### src/rtl/ocp_pkg.sv
package ocp_pkg;
  localparam int MAX_W = 16;

  // one and a quarter of the limit, one bit wider so it cannot wrap
  function automatic logic [MAX_W:0] thr_125(input logic [MAX_W-1:0] code);
    thr_125 = {1'b0, code} + {3'b000, code[MAX_W-1:2]};
  endfunction

  function automatic logic reaches(input logic [MAX_W:0] smp, input logic [MAX_W:0] thr);
    reaches = (smp >= thr);
  endfunction
endpackage

### src/rtl/ocp_thresh.sv
module ocp_thresh #(
  parameter int SMP_W = 8
) (
  input  logic [SMP_W-1:0] smp,
  input  logic [SMP_W-1:0] code,
  output logic             at_lim,
  output logic             at_hi
);
  import ocp_pkg::*;

  logic [MAX_W-1:0] smp_x, code_x;
  logic [MAX_W:0]   hi_thr;

  always_comb begin
    smp_x  = MAX_W'(smp);
    code_x = MAX_W'(code);
    hi_thr = thr_125(code_x);
    at_lim = reaches({1'b0, smp_x}, {1'b0, code_x});
    at_hi  = reaches({1'b0, smp_x}, hi_thr);
  end
endmodule

### src/rtl/occ_run_counter.sv
module occ_run_counter #(
  parameter int TARGET = 2,
  parameter int CW     = 4
) (
  input  logic          clk,
  input  logic          rst_n,
  input  logic          clr,
  input  logic          step,
  input  logic          over,
  output logic [CW-1:0] cnt,
  output logic          hit
);
  localparam logic [CW-1:0] TOP = CW'(TARGET);

  always_ff @(posedge clk or negedge rst_n) begin
    if (!rst_n)        cnt <= '0;
    else if (clr)      cnt <= '0;
    else if (step) begin
      if (!over)       cnt <= '0;
      else if (cnt != TOP) cnt <= cnt + 1'b1;
    end
  end

  assign hit = (cnt == TOP);
endmodule

### src/rtl/ocp_monitor.sv
module ocp_monitor #(
  parameter int SMP_W    = 8,
  parameter int WARN_RUN = 2,
  parameter int SD_RUN   = 8
) (
  input  logic             clk,
  input  logic             rst_n,
  input  logic             reg_en,
  input  logic             cyc_strobe,
  input  logic [SMP_W-1:0] peak_smp,
  input  logic [SMP_W-1:0] ilim_code,
  input  logic             warn_clr,
  output logic             sw_off,
  output logic             oc_warn,
  output logic             irq_n,
  output logic             shutdown
);
  localparam int MAX_RUN = (SD_RUN > WARN_RUN) ? SD_RUN : WARN_RUN;
  localparam int CNT_W   = $clog2(MAX_RUN + 1);
  localparam int N_RUN   = 2;

  // named internal events for the checker
  logic             at_lim, at_hi;
  logic             run_step, run_clr;
  logic [CNT_W-1:0] run_cnt [N_RUN];
  logic [N_RUN-1:0] run_hit;
  logic             warn_hit, sd_hit;
  logic [CNT_W-1:0] sd_cnt;
  logic             sw_cut;

  ocp_thresh #(.SMP_W(SMP_W)) u_thr (
    .smp(peak_smp), .code(ilim_code), .at_lim(at_lim), .at_hi(at_hi)
  );

  assign run_step = cyc_strobe & reg_en;
  assign run_clr  = ~reg_en;

  for (genvar g = 0; g < N_RUN; g++) begin : g_run
    localparam int TGT = (g == 0) ? WARN_RUN : SD_RUN;
    occ_run_counter #(.TARGET(TGT), .CW(CNT_W)) u_cnt (
      .clk(clk), .rst_n(rst_n), .clr(run_clr), .step(run_step),
      .over(at_hi), .cnt(run_cnt[g]), .hit(run_hit[g])
    );
  end

  assign warn_hit = run_hit[0];
  assign sd_hit   = run_hit[1];
  assign sd_cnt   = run_cnt[1];

  always_ff @(posedge clk or negedge rst_n) begin
    if (!rst_n)          sw_cut <= 1'b0;
    else if (!reg_en)    sw_cut <= 1'b0;
    else if (cyc_strobe) sw_cut <= at_lim;
  end

  always_ff @(posedge clk or negedge rst_n) begin
    if (!rst_n)       shutdown <= 1'b0;
    else if (!reg_en) shutdown <= 1'b0;
    else if (sd_hit)  shutdown <= 1'b1;
  end

  always_ff @(posedge clk or negedge rst_n) begin
    if (!rst_n)        oc_warn <= 1'b0;
    else if (warn_hit) oc_warn <= 1'b1;
    else if (warn_clr) oc_warn <= 1'b0;
  end

  assign sw_off = sw_cut | shutdown;
  assign irq_n  = ~oc_warn;
endmodule

### config.mk
export PLATFORM = sky130hd
export DESIGN_NAME = ocp_monitor
export DESIGN_NICKNAME = d
export VERILOG_FILES = /design/src/rtl/ocp_pkg.sv /design/src/rtl/ocp_thresh.sv /design/src/rtl/occ_run_counter.sv /design/src/rtl/ocp_monitor.sv
export SDC_FILE = /design/constraint.sdc
export NUM_CORES = 1
export LEC_CHECK = 0
export BUFFER_PORTS_ARGS = -buffer_cell sky130_fd_sc_hd__buf_2
export CORE_AREA = 2 2 58 65
export DETAILED_ROUTE_END_ITERATION = 16
export DIE_AREA = 0 0 60 67
export PLACE_DENSITY_LB_ADDON = 0.12
export SLEW_MARGIN = 25
export SYNTH_ARGS = -nofsm -noshare
export SYNTH_HDL_FRONTEND = slang
export SYNTH_HIERARCHICAL = 1
export SYNTH_SLANG_ARGS = --single-unit
### constraint.sdc
create_clock -name clk -period 4.8 [get_ports clk]
set_input_delay 0.96 -clock clk [delete_from_list [all_inputs] [get_ports clk]]
set_output_delay 0.96 -clock clk [all_outputs]
set_load 0.005 [all_outputs]
==> results by group <==
Outcome
  • Status: finished, final reports clean

STA
  • Final Setup Violations: 0
  • Worst Skew: 1.16 ps
  • Final slew viol count: 0
  • Tcrit/Tclk final: 81.5%
  • Final hold vios: 0
  • F_max: 0.256 GHz
  • Worst Max-Slew Pin Slew: 365 ps
  • Relative slew slack: 75.6%
  • Min Tclk post-route: 3910 ps
  • Setup ws final: 890 ps
  • TNS Setup: 0 ps
  • Final Hold Slack: 516 ps
  • Unrepaired setup endpoints after global routing: no

Yosys
  • Simple-gate portion of the synthesized area: 24.9%
  • Synth warnings: 6
  • Xor and xnor area share after synthesis: 2.04%
  • Predominant post-synthesis flop cell: dfrtp_1
  • Adder-cell share of the synthesized area: 26.8%
  • Ys async rst share: 100%
  • Mean Syn Cell Area: 8.53 µm²
  • Compound-gate portion of the synthesized area: 18.9%
  • Post-Syn Nets: 199
  • Synth unique cells: 42
  • Register area share after synthesis: 21.4%
  • EDFF count, synth: 0
  • Flops & latches, synth: 11
  • Mapped Cells: 151
  • Count leader, synth: ha_1
  • Synth area leaders: ha_1, dfrtp_1, inv_1
  • Multiplexer share of the synthesized area: 0.777%
  • Synth Cell Area: 1290 µm²
  • Area leader, netlist: ha_1
  • Yosys top cell area share: 25.3%
  • Largest family of logic cells by synthesized area: adder cells
  • Synth cell count leaders: ha_1, inv_1, nand2_1

Drt
  • Vias per std cell: 5.20
  • Final ANT Viol Nets: 0
  • Total number of vias: 1180
  • Iteration-0 DRC Markers: 28
  • First-pass iteration count of the detailed router: 4
  • DRC errors left: 0
  • Mean routed wirelength per cell: 12.3 µm
  • Wirelength, routed: 2790 µm

Critical path
  • Cell count along the critical path: 16
  • CP startpoint: ilim_code[2]
  • Worst setup EP type: flop
  • Critical path class: in -> reg
  • Reg2reg start: g_run[0].u_cnt/cnt[0]$_DFFE_PN0P_
  • Cells along the critical path: buf_2 -> ha_1 -> inv_1 -> fa_1 -> nor2b_4 -> o31a_1 -> nor3_1 -> a311oi_1 -> ha_1 -> and3_1 -> nand3_1 -> o21ai_1 -> and3_1 -> nand2_1 -> or4b_1 -> a21oi_1
  • Max stage delay on crit path: 490 ps
  • Crit path to: g_run[1].u_cnt/cnt[2]$_DFFE_PN0P_
  • R2R setup slack: 3130 ps
  • Buffers & Inverters on Critical Path: 2
  • Kind of cell adding the most delay to the critical path: simple AND/OR/NAND/NOR gates
  • WP data required: 5000 ps
  • CP max-delay cell: or4b_1
  • Top fanout value on the critical path: 11
  • Worst reg2reg path endpoint: g_run[0].u_cnt/cnt[2]$_DFFE_PN0P_
  • Critical path arrival: 4110 ps
  • CP startpoint kind: input pin
  • R2R depth: 6

Global route
  • Vias in the first global route: 1181
  • Top Usage Layer GRT: met2
  • Met3 Track Usage GR: 1.75%
  • Grt met1 use: 15.5%
  • Initial antenna violation count: 0
  • Pin count of the biggest net entering global routing: 13
  • Met2 Track Usage GR: 30.4%
  • GRT Residual Overflow: 0
  • First-pass GRT wire length: 4690 µm
  • GRT Overall Usage: 15.4%

Layout
  • Reg area: 275 µm²
  • Final core utilization: 44.9%
  • FILL cells: 350
  • Syn-to-layout area delta: 16.0%
  • Share of cells above drive strength 1: 18.4%
  • Antenna diode count: 0
  • Fin nets: 228
  • Multi-input logic area: 945 µm²

Place
  • Hpwl dp: 2330 µm
  • I/O Buffers: 24
  • Pre-CTS setup slack: 646 ps
  • RD Place Congestion: 0.770

Clock network
  • Post-CTS Resized: 0
  • CTS buffer count: 3
  • Post-CTS Setup Bufs: 0
  • Clk Latency, worst-skew pair: 270 ps
  • Num Clock Sinks: 11
  • Hold buffers post-CTS: 0
  • Clk buf depth: 2
  • H-tree levels: 1
  • CTS root buf: clkbuf_4
  • TritonCTS clock tree: done
  • Clock transition at path regs: 70 ps

Die
  • Rows: 22
  • Core area: 3330 µm²
  • Die area: 4020 µm²
  • Die Y: 67 µm
  • Width of the chip: 60 µm
  • # IOs: 25
  • Initial core utilization: 38.7%

Power
  • Pwr dens: 185 nW/µm²
  • Leakage: 0.740 nW
  • Overall Power: 0.276 mW
  • VDD IR max: 0.0579 mV

Hold path
  • Min-delay worst type: reg -> reg

Run
  • Max-Cap Viols: 0
-- sequential cells by signal, summed over array words and instances, names as in the netlist --
| signal | flops |
|---|---|
| g_run.u_cnt/cnt | 8 |
| oc_warn | 1 |
| shutdown | 1 |
| sw_cut | 1 |
-- area by class of cell --
| type | instances | area share [%] |
|---|---|---|
| Sequential cell | 11 | 18.4 |
| Multi-Input combinational cell | 122 | 63.2 |
| Tap cell | 48 | 4.02 |
| Inverter | 18 | 4.52 |
| Timing Repair Buffer | 24 | 8.04 |
| Clock buffer | 4 | 1.76 |
-- routing by layer --
layer | share of wire, % | wire [µm] | vias up
li1 | - | - | 615
met1 | 43 | 1210 | 539
met2 | 51 | 1430 | 21
met3 | 3.5 | 97 | 5
met4 | 1.7 | 48 | 0
met5 | 0 | 0 | -
-- tightest hold or removal path, delay by kind of cell (launching register included) --
kind / cells / cell delay, ps
flip-flops: 1 / 360
AND/OR/NAND/NOR: 2 / 120
-- kinds of logic (layout without fill, tap and decap cells) --
logic type               count (synthesis)  count (layout)
XOR/XNOR                                 3               3
AND/OR/NAND/NOR                         55              55
adder cells (fa/ha/maj)                 27              27
flip-flops                              11              11
AO/OA/AOI/OAI                           36              36
multiplexers                             1               1
buffers and inverters                   18              46
-- worst min-delay path by stage --
| stage | startpoint | endpoint | slack, ps | cells past startpoint |
|---|---|---|---|---|
| finish | shutdown$_DFFE_PN0P_ | shutdown$_DFFE_PN0P_ | 520 | 2 |
| global route | rst_n | oc_warn$_DFFE_PN0P_ | 550 | 1 |
| CTS | shutdown$_DFFE_PN0P_ | shutdown$_DFFE_PN0P_ | 530 | 2 |
| detailed placement | shutdown$_DFFE_PN0P_ | shutdown$_DFFE_PN0P_ | 510 | 2 |
| global placement | sw_cut$_DFFE_PN0P_ | sw_cut$_DFFE_PN0P_ | 500 | 2 |
| floorplan | sw_cut$_DFFE_PN0P_ | sw_cut$_DFFE_PN0P_ | 480 | 2 |
-- where the power goes --
| part | leakage, nW | internal (mW) | switching, mW | total (mW) |
|---|---|---|---|---|
| clock network | 0.0150 | 0.0322 | 0.0323 | 0.0645 |
| logic | 0.573 | 0.0508 | 0.0636 | 0.114 |
| registers | 0.153 | 0.0950 | 0.00237 | 0.0973 |
-- layout by cell type (no fill, tap or decap), types with 2 or more instances in the layout --
cell       instances
or4b_1             3
o2111ai_1          2
nand2_1           13
and3_1             2
xor2_1             2
nor2b_1            3
o21bai_1           2
a21oi_1            7
o21ai_0            3
clkbuf_4           3
o21ai_1            4
ha_1              26
buf_2             24
a31oi_1            5
a21o_1             3
nor2_1             5
o31ai_1            2
a311oi_1           2
dfrtp_1           11
nor3_1             2
nand2b_1           3
nand3_1           11
or3_1              3
inv_1             17
-- stage by stage --
step / instances / area (µm²)
floorplan: 151 / 1290
global placement: 223 / 1470
detailed placement: 223 / 1470
CTS: 227 / 1490
global route: 227 / 1490
finish: 227 / 1490
Power figures use the tool's default switching activity.
